## src/rtl/pdma_chan.sv

```systemverilog
module pdma_chan #(
  parameter int CNT_W   = 16,
  parameter int MAX_CNT = 'h1FFF
) (
  input  logic        clk,
  input  logic        rst_n,
  input  logic        reg_wr,
  input  logic [4:0]  reg_addr,
  input  logic [31:0] reg_wdata,
  output logic [31:0] reg_rdata,
  input  logic        periph_req,
  output logic        mem_req,
  output logic [31:0] mem_addr,
  output logic        mem_we,
  output logic        mem_wide,
  input  logic        mem_ack,
  output logic [31:0] dev_addr,
  output logic        irq
);

  localparam logic [CNT_W-1:0] CMAX = CNT_W'(MAX_CNT);

  logic [31:0]      cfg;
  logic [6:0]       st, st_nx;
  logic             biu, busy;
  logic [2:0]       left;
  logic [31:0]      s_addr [2];
  logic [CNT_W-1:0] s_cnt  [2];

  wire [2:0] wsel   = reg_addr[4:2];
  wire       wr_set = reg_wr && (wsel == 3'd1);
  wire       wr_clr = reg_wr && (wsel == 3'd2);

  wire             act_arm  = biu ? st[6] : st[4];
  wire             oth_arm  = biu ? st[4] : st[6];
  wire [31:0]      act_addr = s_addr[biu];
  wire [CNT_W-1:0] act_cnt  = s_cnt[biu];
  wire [1:0]       step     = cfg[3] ? 2'd2 : 2'd1;
  wire [CNT_W-1:0] stepc    = CNT_W'(step);

  wire can_go      = st[0] & cfg[1] & ~st[2] & act_arm & ~busy;
  wire bad         = (act_addr[1:0] != 2'b00) || (act_cnt > CMAX);
  wire start_burst = can_go & ~bad & periph_req & (act_cnt != '0);
  wire zero_fin    = can_go & ~bad & (act_cnt == '0);
  wire set_err     = can_go & bad;
  wire beat        = mem_req & mem_ack;
  wire last        = beat & (act_cnt <= stepc);
  wire fin         = last | zero_fin;
  wire swap        = ~busy & ~act_arm & oth_arm;

  assign mem_req  = busy & act_arm;
  assign mem_addr = act_addr;
  assign mem_we   = cfg[0];
  assign mem_wide = cfg[3];
  assign dev_addr = {cfg[31:28], 6'b0, cfg[27:8], 2'b00};
  assign irq      = st[1] & (st[2] | st[3] | st[5]);

  always_comb begin
    st_nx = st;
    if (wr_set) st_nx = st_nx | reg_wdata[6:0];
    if (wr_clr) st_nx = st_nx & ~reg_wdata[6:0];
    if (fin) begin
      if (biu) begin
        st_nx[6] = 1'b0;
        st_nx[5] = 1'b1;
      end else begin
        st_nx[4] = 1'b0;
        st_nx[3] = 1'b1;
      end
    end
    if (set_err) st_nx[2] = 1'b1;
  end

  always_ff @(posedge clk) begin
    if (!rst_n) begin
      st  <= '0;
      biu <= 1'b0;
      cfg <= '0;
    end else begin
      st <= st_nx;
      if ((fin && oth_arm) || swap) biu <= ~biu;
      if (reg_wr && wsel == 3'd0) cfg <= reg_wdata;
    end
  end

  always_ff @(posedge clk) begin
    if (!rst_n) begin
      busy <= 1'b0;
      left <= '0;
    end else if (start_burst) begin
      busy <= 1'b1;
      left <= cfg[2] ? 3'd7 : 3'd3;
    end else if (busy) begin
      if (!act_arm || (beat && (last || left == 3'd0))) busy <= 1'b0;
      else if (beat) left <= left - 3'd1;
    end
  end

  always_ff @(posedge clk) begin
    for (int i = 0; i < 2; i++) begin
      if (!rst_n) begin
        s_addr[i] <= '0;
        s_cnt[i]  <= '0;
      end else begin
        if (reg_wr && wsel == 3'(4 + 2 * i))
          s_addr[i] <= reg_wdata;
        else if (beat && biu == i[0])
          s_addr[i] <= s_addr[i] + {30'b0, step};
        if (reg_wr && wsel == 3'(5 + 2 * i))
          s_cnt[i] <= reg_wdata[CNT_W-1:0];
        else if (beat && biu == i[0])
          s_cnt[i] <= (s_cnt[i] <= stepc) ? '0 : s_cnt[i] - stepc;
      end
    end
  end

  always_comb begin
    case (wsel)
      3'd0:    reg_rdata = cfg;
      3'd3:    reg_rdata = {24'b0, biu, st};
      3'd4:    reg_rdata = s_addr[0];
      3'd5:    reg_rdata = 32'(s_cnt[0]);
      3'd6:    reg_rdata = s_addr[1];
      3'd7:    reg_rdata = 32'(s_cnt[1]);
      default: reg_rdata = '0;
    endcase
  end

endmodule

```

## config.mk

```make
export PLATFORM = sky130hd
export DESIGN_NAME = pdma_chan
export DESIGN_NICKNAME = d
export VERILOG_FILES = /design/src/rtl/pdma_chan.sv
export SDC_FILE = /design/constraint.sdc
export NUM_CORES = 1
export LEC_CHECK = 0
export ABC_CLOCK_PERIOD_IN_PS = 4300
export BUFFER_PORTS_ARGS = -buffer_cell sky130_fd_sc_hd__buf_2
export CAP_MARGIN = 5
export CORE_ASPECT_RATIO = 1.2
export CORE_UTILIZATION = 30
export CTS_CLUSTER_DIAMETER = 150
export DETAILED_ROUTE_END_ITERATION = 12
export GPL_TIMING_DRIVEN = 0
export PLACE_DENSITY = 0.57
export REMOVE_ABC_BUFFERS = 1
export SKIP_LAST_GASP = 1
export SLEW_MARGIN = 20
export SYNTH_ARGS = -nofsm -noshare
export SYNTH_HDL_FRONTEND = slang
export SYNTH_SLANG_ARGS = --single-unit
```

## constraint.sdc

```tcl
create_clock -name clk -period 4.3 [get_ports clk]
set_input_delay 0.86 -clock clk [delete_from_list [all_inputs] [get_ports clk]]
set_output_delay 0.86 -clock clk [all_outputs]
set_load 0.01 [all_outputs]
```

==> run_summary.xml, run 1 <==
<?xml version="1.0" encoding="UTF-8"?>
<metrics>
  <group name="cts">
    <metric name="cts-resized-gates" unit="">0</metric>
    <metric name="ctsHtreeMaxLevel" unit="">4</metric>
    <metric name="numClockSinks" unit="">141</metric>
    <metric name="cts_made_buffers" unit="">17</metric>
    <metric name="cts.clk_slew.worst_paths" unit="ns">0.06</metric>
    <metric name="max-clock-path-buffers" unit="">2</metric>
    <metric name="tritoncts" unit="">built</metric>
    <metric name="post-cts-setup-buffers" unit="">0</metric>
    <metric name="ctsRootBufferMaster" unit="">sky130_fd_sc_hd__clkbuf_16</metric>
    <metric name="worst_skew_pair.late_latency" unit="ns">0.45</metric>
    <metric name="cts_hold_repair.buffers" unit="">0</metric>
  </group>
  <group name="finish">
    <metric name="layout_area_growth_over_synthesis" unit="%">17.0</metric>
    <metric name="design.final.nets" unit="">1206</metric>
    <metric name="nFillCells" unit="">3149</metric>
    <metric name="register_area" unit="mm2">0.00378</metric>
    <metric name="fraction_of_final_layout_cells_with_drive_strength_greater_than_1" unit="">0.220</metric>
    <metric name="multi_input_comb_area" unit="mm2">0.00517</metric>
    <metric name="most_frequent_standard_cell_in_the_layout_excluding_fill_and_tap_cells" unit="">sky130_fd_sc_hd__nand2_1</metric>
    <metric name="final_design_area_no_fill" unit="mm2">0.0110</metric>
    <metric name="num_antenna_cells" unit="">0</metric>
    <metric name="most-common-layout-cells" unit="">sky130_fd_sc_hd__nand2_1 (229), sky130_fd_sc_hd__buf_2 (130), sky130_fd_sc_hd__o21ai_0 (114)</metric>
  </group>
  <group name="global_routing">
    <metric name="number_of_global_route_vias_before_repair" unit="">8091</metric>
    <metric name="grt.total_usage" unit="">0.199</metric>
    <metric name="grt_antenna_before_repair" unit="">0</metric>
    <metric name="globalRouteOverflowTotal" unit="">0</metric>
    <metric name="grt_max_degree" unit="">57</metric>
    <metric name="grt_pass1_wl" unit="um">48000</metric>
  </group>
  <group name="routing">
    <metric name="detail_route.first_pass.iterations" unit="">7</metric>
    <metric name="total_wirelength" unit="um">31400</metric>
    <metric name="drt-wirelength-per-cell" unit="um">20.2</metric>
    <metric name="remaining_drc_errors" unit="">0</metric>
    <metric name="dr.first_iter.drc_count" unit="">681</metric>
    <metric name="antenna_left" unit="">0</metric>
    <metric name="route.vias.total" unit="">8346</metric>
    <metric name="drt-vias-per-instance" unit="">5.36</metric>
  </group>
  <group name="floorplan">
    <metric name="die_w" unit="um">164</metric>
    <metric name="design.core.area" unit="mm2">0.0307</metric>
    <metric name="floorplan.die.height" unit="um">196</metric>
    <metric name="top_level_ports" unit="">142</metric>
    <metric name="initial_utilization" unit="">0.306</metric>
    <metric name="floorplan.rows" unit="">70</metric>
    <metric name="fp.dieArea" unit="mm2">0.0320</metric>
  </group>
  <group name="sta">
    <metric name="report.final.setup_viol" unit="">0</metric>
    <metric name="timing.fmax" unit="MHz">257</metric>
    <metric name="slew_violations" unit="">0</metric>
    <metric name="relSlewSlack" unit="">0.250</metric>
    <metric name="tightest_slew" unit="ns">1.13</metric>
    <metric name="hold_viol" unit="">0</metric>
    <metric name="post-route-min-period" unit="ns">3.89</metric>
    <metric name="post-route-period-util" unit="">0.904</metric>
    <metric name="setup_slack" unit="ns">0.415</metric>
    <metric name="fin_worst_hold_slack" unit="ns">0.466</metric>
    <metric name="rsz0062_at_grt" unit="">false</metric>
    <metric name="fin_skew" unit="ns">0.0151</metric>
  </group>
  <group name="min_path">
    <metric name="hold_class" unit="">flip-flop to flip-flop</metric>
  </group>
  <group name="power_and_ir_drop">
    <metric name="internal_power" unit="mW">2.56</metric>
    <metric name="clock_power_share" unit="">0.409</metric>
    <metric name="power-per-cell-area" unit="mW/mm2">327</metric>
    <metric name="p_sw_frac" unit="">0.288</metric>
    <metric name="power.share.sequential" unit="">0.457</metric>
    <metric name="peakVddDrop" unit="mV">0.270</metric>
    <metric name="net-switching-power" unit="mW">1.03</metric>
    <metric name="portion_of_total_power_attributed_to_combinational_logic" unit="">0.134</metric>
    <metric name="p_leak" unit="nW">3.82</metric>
  </group>
  <group name="critical_path">
    <metric name="cpMaxStageDelayCell" unit="">sky130_fd_sc_hd__buf_2</metric>
    <metric name="path_class" unit="">primary input to output port</metric>
    <metric name="arrival_time_at_the_worst_endpoint" unit="ns">3.03</metric>
    <metric name="worstPathRequired" unit="ns">3.44</metric>
    <metric name="cp_most_frequent_cell" unit="">sky130_fd_sc_hd__buf_2</metric>
    <metric name="timing.critical_path.cells" unit="">buf_2, nor2_2, buf_8, a22o_1, a221o_1, buf_2</metric>
    <metric name="worst-path-max-fanout" unit="">42</metric>
    <metric name="reg2reg_depth" unit="">10</metric>
    <metric name="crit_path_end" unit="">reg_rdata[5]</metric>
    <metric name="max_stage_delay" unit="ns">0.83</metric>
    <metric name="endpoint_kind" unit="">output port</metric>
    <metric name="rr_endpoint" unit="">s_addr[0][26]</metric>
    <metric name="crit_start" unit="">reg_addr[3]</metric>
    <metric name="crit_path_start_kind" unit="">primary input</metric>
    <metric name="r2r_slack" unit="ns">0.60</metric>
    <metric name="rr_startpoint" unit="">cfg[3]</metric>
  </group>
  <group name="logic_synthesis">
    <metric name="netlist_area" unit="mm2">0.00940</metric>
    <metric name="ys_ff_latch" unit="">141</metric>
    <metric name="synth-seq-area-share" unit="">0.403</metric>
    <metric name="async_reset_ff_frac" unit="">0</metric>
    <metric name="synth_area_leader_cell" unit="">sky130_fd_sc_hd__edfxtp_1</metric>
    <metric name="synthCells" unit="">1065</metric>
    <metric name="ys_dominant_reg_cell" unit="">sky130_fd_sc_hd__edfxtp_1</metric>
    <metric name="synth_top_cell_area_share" unit="">0.307</metric>
    <metric name="synth-edff-count" unit="">96</metric>
    <metric name="synth.lib_cells_used.distinct" unit="">58</metric>
    <metric name="post_synth.cell_area_avg" unit="um2">8.82</metric>
    <metric name="count_of_yosys_warnings_during_synthesis" unit="">0</metric>
    <metric name="post_synth_main_area_contributors" unit="">sky130_fd_sc_hd__edfxtp_1 (31%), sky130_fd_sc_hd__dfxtp_1 (9.6%), sky130_fd_sc_hd__nand2_1 (9.1%)</metric>
  </group>
  <group name="flow_run">
    <metric name="drv.max_cap_violation_count" unit="">0</metric>
  </group>
  <group name="placement">
    <metric name="placement.io_buffers" unit="">131</metric>
    <metric name="pre_cts_slack" unit="ns">0.245</metric>
    <metric name="postPlaceCellArea" unit="mm2">0.0104</metric>
    <metric name="dp_hpwl" unit="um">22200</metric>
    <metric name="global_placer_s_final_weighted_congestion" unit="">0.869</metric>
  </group>
  <group name="status">
    <metric name="status" unit="">completed</metric>
  </group>
</metrics>
routing by layer:
| layer | track usage | vias up | wire (um) | share of wire |
|---|---|---|---|---|
| li1 | - | 3924 | - | - |
| met1 | 0.244 | 4046 | 12900 | 0.41 |
| met2 | 0.345 | 315 | 15900 | 0.50 |
| met3 | 0.0311 | 61 | 1750 | 0.056 |
| met4 | 0.0778 | 0 | 910 | 0.029 |
| met5 | 0 | - | 0 | 0 |
power groups by stage:
stage	registers, mW	clock network (mW)	logic (mW)
3_5_place_dp	1.66	0	0.482
4_1_cts	1.64	1.49	0.485
3_3_place_gp	1.67	0	0.457
2_1_floorplan	1.62	0	0.266
5_1_grt	1.65	1.53	0.525
6_report	1.64	1.47	0.481
metrics by stage:
| step | TNS (ns) | power [mW] | cells | utilization |
|---|---|---|---|---|
| 2_1_floorplan | 0 | 1.89 | 985 | - |
| 3_3_place_gp | -87.92 | 2.12 | 1512 | 0.330 |
| 3_5_place_dp | 0 | 2.15 | 1525 | 0.340 |
| 4_1_cts | 0 | 3.61 | 1557 | 0.358 |
| 5_1_grt | 0 | 3.71 | 1557 | 0.358 |
| 6_report | 0 | 3.59 | 1557 | 0.358 |
logic make-up after synthesis:
family,count (synthesis),synth area share
and+or+nand+nor,429,0.207
AOI/OAI and AO/OA,221,0.136
DFF,141,0.403
buffers and inverters,107,0.0569
xor gates and xnor gates,87,0.0811
muxes,63,0.0920
adders and majority gates,16,0.0245
other,1,0.000399
final cells by class:
type                            instances  area share
Multi-Input combinational cell        824       0.471
Clock inverter                         12      0.0105
Sequential cell                       141       0.344
Inverter                               20     0.00683
Tap cell                              396      0.0451
Timing Repair Buffer                  144      0.0807
Clock buffer                           20      0.0417
sequential cells by signal (all words and copies together), names as in the netlist, named ones only:
register and count:
s_addr 64, cfg 32, s_cnt 32, st 5, left 3, biu 1
busy 1
Yosys cell counts, drive strengths merged, types with 4 or more instances:
master  number
nand2      229
o21ai      115
edfxtp      96
nor2        62
a21oi       52
mux2        47
xor2        47
dfxtp       45
clkbuf      44
buf         43
xnor2       40
nand3       36
a22oi       24
inv         20
and3        18
nor3        16
mux4        14
ha          12
nand4       11
nor4        11
and4         6
or2          6
nand2b       5
nor2b        5
or3          5
and2         4
fa           4
nor3b        4
o21a         4
worst min path at each step:
| stage | start | endpoint | slack, ns | cells past startpoint |
|---|---|---|---|---|
| floorplan | cfg[5] | cfg[5] | 0.44 | 2 |
| finish | cfg[5] | cfg[5] | 0.47 | 2 |
| global placement | cfg[5] | cfg[5] | 0.44 | 2 |
| global route | cfg[27] | cfg[27] | 0.49 | 2 |
| detailed placement | cfg[6] | cfg[6] | 0.45 | 2 |
| CTS | cfg[6] | cfg[6] | 0.46 | 2 |
critical path, delay by kind of cell:
kind | cells | cell delay, ns
compound gates | 2 | 0.64
simple gates | 1 | 0.28
buf+inv | 3 | 1.22
Power figures use the tool's default switching activity.
==> run 2, diff against run 1 <==
--- a/config.mk
+++ b/config.mk
@@ -5,15 +5,19 @@
 export SDC_FILE = /design/constraint.sdc
 export NUM_CORES = 1
 export LEC_CHECK = 0
+export ABC_AREA = 1
 export ABC_CLOCK_PERIOD_IN_PS = 4300
 export BUFFER_PORTS_ARGS = -buffer_cell sky130_fd_sc_hd__buf_2
 export CAP_MARGIN = 5
+export CELL_PAD_IN_SITES_DETAIL_PLACEMENT = 1
+export CELL_PAD_IN_SITES_GLOBAL_PLACEMENT = 1
 export CORE_ASPECT_RATIO = 1.2
 export CORE_UTILIZATION = 30
 export CTS_CLUSTER_DIAMETER = 150
 export DETAILED_ROUTE_END_ITERATION = 12
 export GPL_TIMING_DRIVEN = 0
-export PLACE_DENSITY = 0.57
+export MAX_ROUTING_LAYER = met4
+export PLACE_DENSITY = 0.71
 export REMOVE_ABC_BUFFERS = 1
 export SKIP_LAST_GASP = 1
 export SLEW_MARGIN = 20
==> run 2 against run 1 <==
Against the previous run:
- worst setup slack got worse by 0.082 ns
- synthesized cell count rose by 33%
- routed wire length rose by 30%
- sequential cell count did not move
- count of clock-buffer cells in the layout rose by 3
- clock skew fell by 0.0031 ns
- global-route usage rose by 5.2 points
- cell count rose by 26%
- register-to-register slack improved by 0.21 ns
- critical path depth rose by 2
==> run_summary.xml, run 2 <==
<?xml version="1.0" encoding="UTF-8"?>
<metrics>
  <group name="routing">
    <metric name="m1_wire_length" unit="um">16800</metric>
    <metric name="drt-vias-per-instance" unit="">5.18</metric>
    <metric name="route.met3.wl" unit="um">1530</metric>
    <metric name="routed.top_layer" unit="">met4</metric>
    <metric name="route.vias.total" unit="">10100</metric>
    <metric name="antenna_left" unit="">0</metric>
    <metric name="total_wirelength" unit="um">41000</metric>
    <metric name="drt-wirelength-per-cell" unit="um">20.9</metric>
    <metric name="dr.first_iter.drc_count" unit="">637</metric>
    <metric name="remaining_drc_errors" unit="">0</metric>
    <metric name="detail_route.first_pass.iterations" unit="">7</metric>
    <metric name="met2_wirelength" unit="um">20800</metric>
  </group>
  <group name="sta">
    <metric name="timing.setup.tns" unit="ns">0</metric>
    <metric name="report.final.setup_viol" unit="">0</metric>
    <metric name="setup_slack" unit="ns">0.332</metric>
    <metric name="timing.fmax" unit="MHz">252</metric>
    <metric name="relSlewSlack" unit="">0.291</metric>
    <metric name="hold_viol" unit="">0</metric>
    <metric name="post-route-period-util" unit="">0.923</metric>
    <metric name="slew_violations" unit="">0</metric>
    <metric name="tightest_slew" unit="ns">1.06</metric>
    <metric name="rsz0062_at_grt" unit="">false</metric>
    <metric name="post-route-min-period" unit="ns">3.97</metric>
    <metric name="fin_skew" unit="ns">0.0120</metric>
  </group>
  <group name="finish">
    <metric name="largest-register" unit="">s_addr</metric>
    <metric name="nFillCells" unit="">4141</metric>
    <metric name="most_frequent_standard_cell_in_the_layout_excluding_fill_and_tap_cells" unit="">sky130_fd_sc_hd__nand2_1</metric>
    <metric name="largest_register_ffs" unit="">64</metric>
    <metric name="layout.cells.non_filler" unit="">1960</metric>
    <metric name="most-common-layout-cells" unit="">sky130_fd_sc_hd__nand2_1 (349), sky130_fd_sc_hd__inv_1 (165), sky130_fd_sc_hd__nor2_1 (160)</metric>
    <metric name="final_design_area_no_fill" unit="mm2">0.0116</metric>
    <metric name="layout_top_registers" unit="">s_addr x64, cfg x32, s_cnt x32</metric>
    <metric name="num_antenna_cells" unit="">0</metric>
    <metric name="fraction_of_final_layout_cells_with_drive_strength_greater_than_1" unit="">0.140</metric>
    <metric name="layout_area_growth_over_synthesis" unit="%">14.3</metric>
    <metric name="design.final.nets" unit="">1555</metric>
  </group>
  <group name="logic_synthesis">
    <metric name="synth_area_leader_cell" unit="">sky130_fd_sc_hd__edfxtp_1</metric>
    <metric name="synth.lib_cells_used.distinct" unit="">46</metric>
    <metric name="synth_top_cells_by_count" unit="">sky130_fd_sc_hd__nand2_1 (351), sky130_fd_sc_hd__inv_1 (166), sky130_fd_sc_hd__nor2_1 (161)</metric>
    <metric name="most_common_cell_in_the_synthesized_netlist" unit="">sky130_fd_sc_hd__nand2_1</metric>
    <metric name="post_synth_and_or_nand_nor_area_fraction" unit="">0.271</metric>
    <metric name="async_reset_ff_frac" unit="">0</metric>
    <metric name="synth-seq-area-share" unit="">0.374</metric>
    <metric name="post_synth.cell_area_avg" unit="um2">7.14</metric>
    <metric name="synth-edff-count" unit="">96</metric>
    <metric name="muxShareOfSynthArea" unit="">0</metric>
    <metric name="synth-adder-area-share" unit="">0.0227</metric>
    <metric name="synth_compound_area_frac" unit="">0.165</metric>
    <metric name="count_of_yosys_warnings_during_synthesis" unit="">0</metric>
    <metric name="synthCells" unit="">1418</metric>
    <metric name="combinational_family_with_the_most_area_after_synthesis" unit="">simple AND/OR/NAND/NOR gates</metric>
    <metric name="post_synth_main_area_contributors" unit="">sky130_fd_sc_hd__edfxtp_1 (28%), sky130_fd_sc_hd__nand2_1 (13%), sky130_fd_sc_hd__dfxtp_1 (8.9%)</metric>
    <metric name="synth-xor-area-share" unit="">0.0553</metric>
    <metric name="ys_dominant_reg_cell" unit="">sky130_fd_sc_hd__edfxtp_1</metric>
    <metric name="ys_ff_latch" unit="">141</metric>
    <metric name="netlist_area" unit="mm2">0.0101</metric>
    <metric name="synth_top_cell_area_share" unit="">0.285</metric>
  </group>
  <group name="placement">
    <metric name="numPlacedInstances" unit="">1928</metric>
    <metric name="placement.io_buffers" unit="">131</metric>
    <metric name="dp_hpwl" unit="um">32000</metric>
    <metric name="postPlaceCellArea" unit="mm2">0.0110</metric>
    <metric name="pre_cts_slack" unit="ns">-0.0682</metric>
    <metric name="global_placer_s_final_weighted_congestion" unit="">0.937</metric>
  </group>
  <group name="critical_path">
    <metric name="endpoint_kind" unit="">output port</metric>
    <metric name="worst-path-max-fanout" unit="">17</metric>
    <metric name="worstPathRequired" unit="ns">3.44</metric>
    <metric name="arrival_time_at_the_worst_endpoint" unit="ns">3.11</metric>
    <metric name="path_class" unit="">primary input to output port</metric>
    <metric name="crit_path_start_kind" unit="">primary input</metric>
    <metric name="r2r_slack" unit="ns">0.81</metric>
  </group>
  <group name="power_and_ir_drop">
    <metric name="power-per-cell-area" unit="mW/mm2">304</metric>
    <metric name="report.power.total" unit="mW">3.52</metric>
    <metric name="p_leak" unit="nW">4.87</metric>
    <metric name="peakVddDrop" unit="mV">0.261</metric>
  </group>
  <group name="min_path">
    <metric name="hold_class" unit="">flip-flop to flip-flop</metric>
  </group>
  <group name="cts">
    <metric name="ctsRootBufferMaster" unit="">sky130_fd_sc_hd__clkbuf_16</metric>
    <metric name="worst_skew_pair.late_latency" unit="ns">0.45</metric>
    <metric name="cts_made_buffers" unit="">17</metric>
    <metric name="ctsHtreeMaxLevel" unit="">4</metric>
    <metric name="tritoncts" unit="">built</metric>
    <metric name="max-clock-path-buffers" unit="">2</metric>
    <metric name="numClockSinks" unit="">141</metric>
    <metric name="cts_hold_repair.buffers" unit="">0</metric>
    <metric name="cts.clk_slew.worst_paths" unit="ns">0.06</metric>
  </group>
  <group name="floorplan">
    <metric name="floorplan.die.height" unit="um">203</metric>
    <metric name="floorplan.rows" unit="">73</metric>
    <metric name="design.core.area" unit="mm2">0.0332</metric>
    <metric name="initial_utilization" unit="">0.306</metric>
    <metric name="fp.dieArea" unit="mm2">0.0345</metric>
    <metric name="die_w" unit="um">170</metric>
    <metric name="top_level_ports" unit="">142</metric>
  </group>
  <group name="global_routing">
    <metric name="number_of_global_route_vias_before_repair" unit="">10700</metric>
    <metric name="grt.total_usage" unit="">0.251</metric>
    <metric name="grt_antenna_before_repair" unit="">0</metric>
    <metric name="grt_pass1_wl" unit="um">62700</metric>
    <metric name="globalRouteOverflowTotal" unit="">0</metric>
    <metric name="grt_max_degree" unit="">47</metric>
  </group>
  <group name="status">
    <metric name="status" unit="">completed</metric>
  </group>
  <group name="flow_run">
    <metric name="drv.max_cap_violation_count" unit="">0</metric>
  </group>
</metrics>
## run 2: metrics by stage
| step | hold WS (ns) | utilization |
|---|---|---|
| global route | 0.512 | 0.349 |
| detailed placement | 0.478 | 0.333 |
| CTS | 0.493 | 0.349 |
| global placement | 0.465 | 0.329 |
| finish | 0.492 | 0.349 |
| floorplan | 0.443 | - |
## run 2: area by class of cell
class                   count  area (um2)  area share
repair buffers            136         778      0.0672
clock inverters             9        70.1     0.00605
inverters                 175         661      0.0571
clock buffers              23         458      0.0395
flip-flops and latches    141        3790       0.327
well taps                 450         563      0.0486
multi-input cells        1026        5260       0.454
## run 2: path summary, 6_finish.rpt
path,to,from,cells past startpoint
max,reg_rdata[4],reg_addr[3],8
min reg2reg,left[2],left[2],2
max reg2reg,s_cnt[0][9],cfg[3],12
min,left[2],left[2],2
## run 2: what timing repair did
item                                   4_1_cts  5_1_grt
buffers inserted                             0        0
gates resized for setup                      0        1
endpoints found under the hold margin        0        0
setup endpoints to repair                    0        1
## run 2: worst max-delay path: stages
cell	delay, ns
sky130_fd_sc_hd__buf_2	0.12
sky130_fd_sc_hd__inv_2	0.09
sky130_fd_sc_hd__nor2_4	0.05
sky130_fd_sc_hd__nand2_2	0.40
sky130_fd_sc_hd__clkinvlp_4	0.65
sky130_fd_sc_hd__a221oi_1	0.56
sky130_fd_sc_hd__o211ai_1	0.18
sky130_fd_sc_hd__buf_2	0.18
## run 2: cell families after synthesis
family,after synthesis
AO/OA/AOI/OAI,283
XOR/XNOR,64
adder cells (fa/ha/maj),16
buffers and inverters,258
flip-flops,141
other,1
AND/OR/NAND/NOR,655
## run 2: report_power, final
group          leakage, nW  total, mW  internal [mW]  switching, mW
clock network        0.260       1.42          0.801          0.619
registers             1.32       1.61           1.52         0.0909
logic                 3.29      0.488          0.154          0.334
## run 2: per-layer routing
metal	up-vias	track usage
li1	4832	-
met1	4961	0.285
met2	268	0.436
met3	82	0.0278
met4	0	0.123
met5	-	-
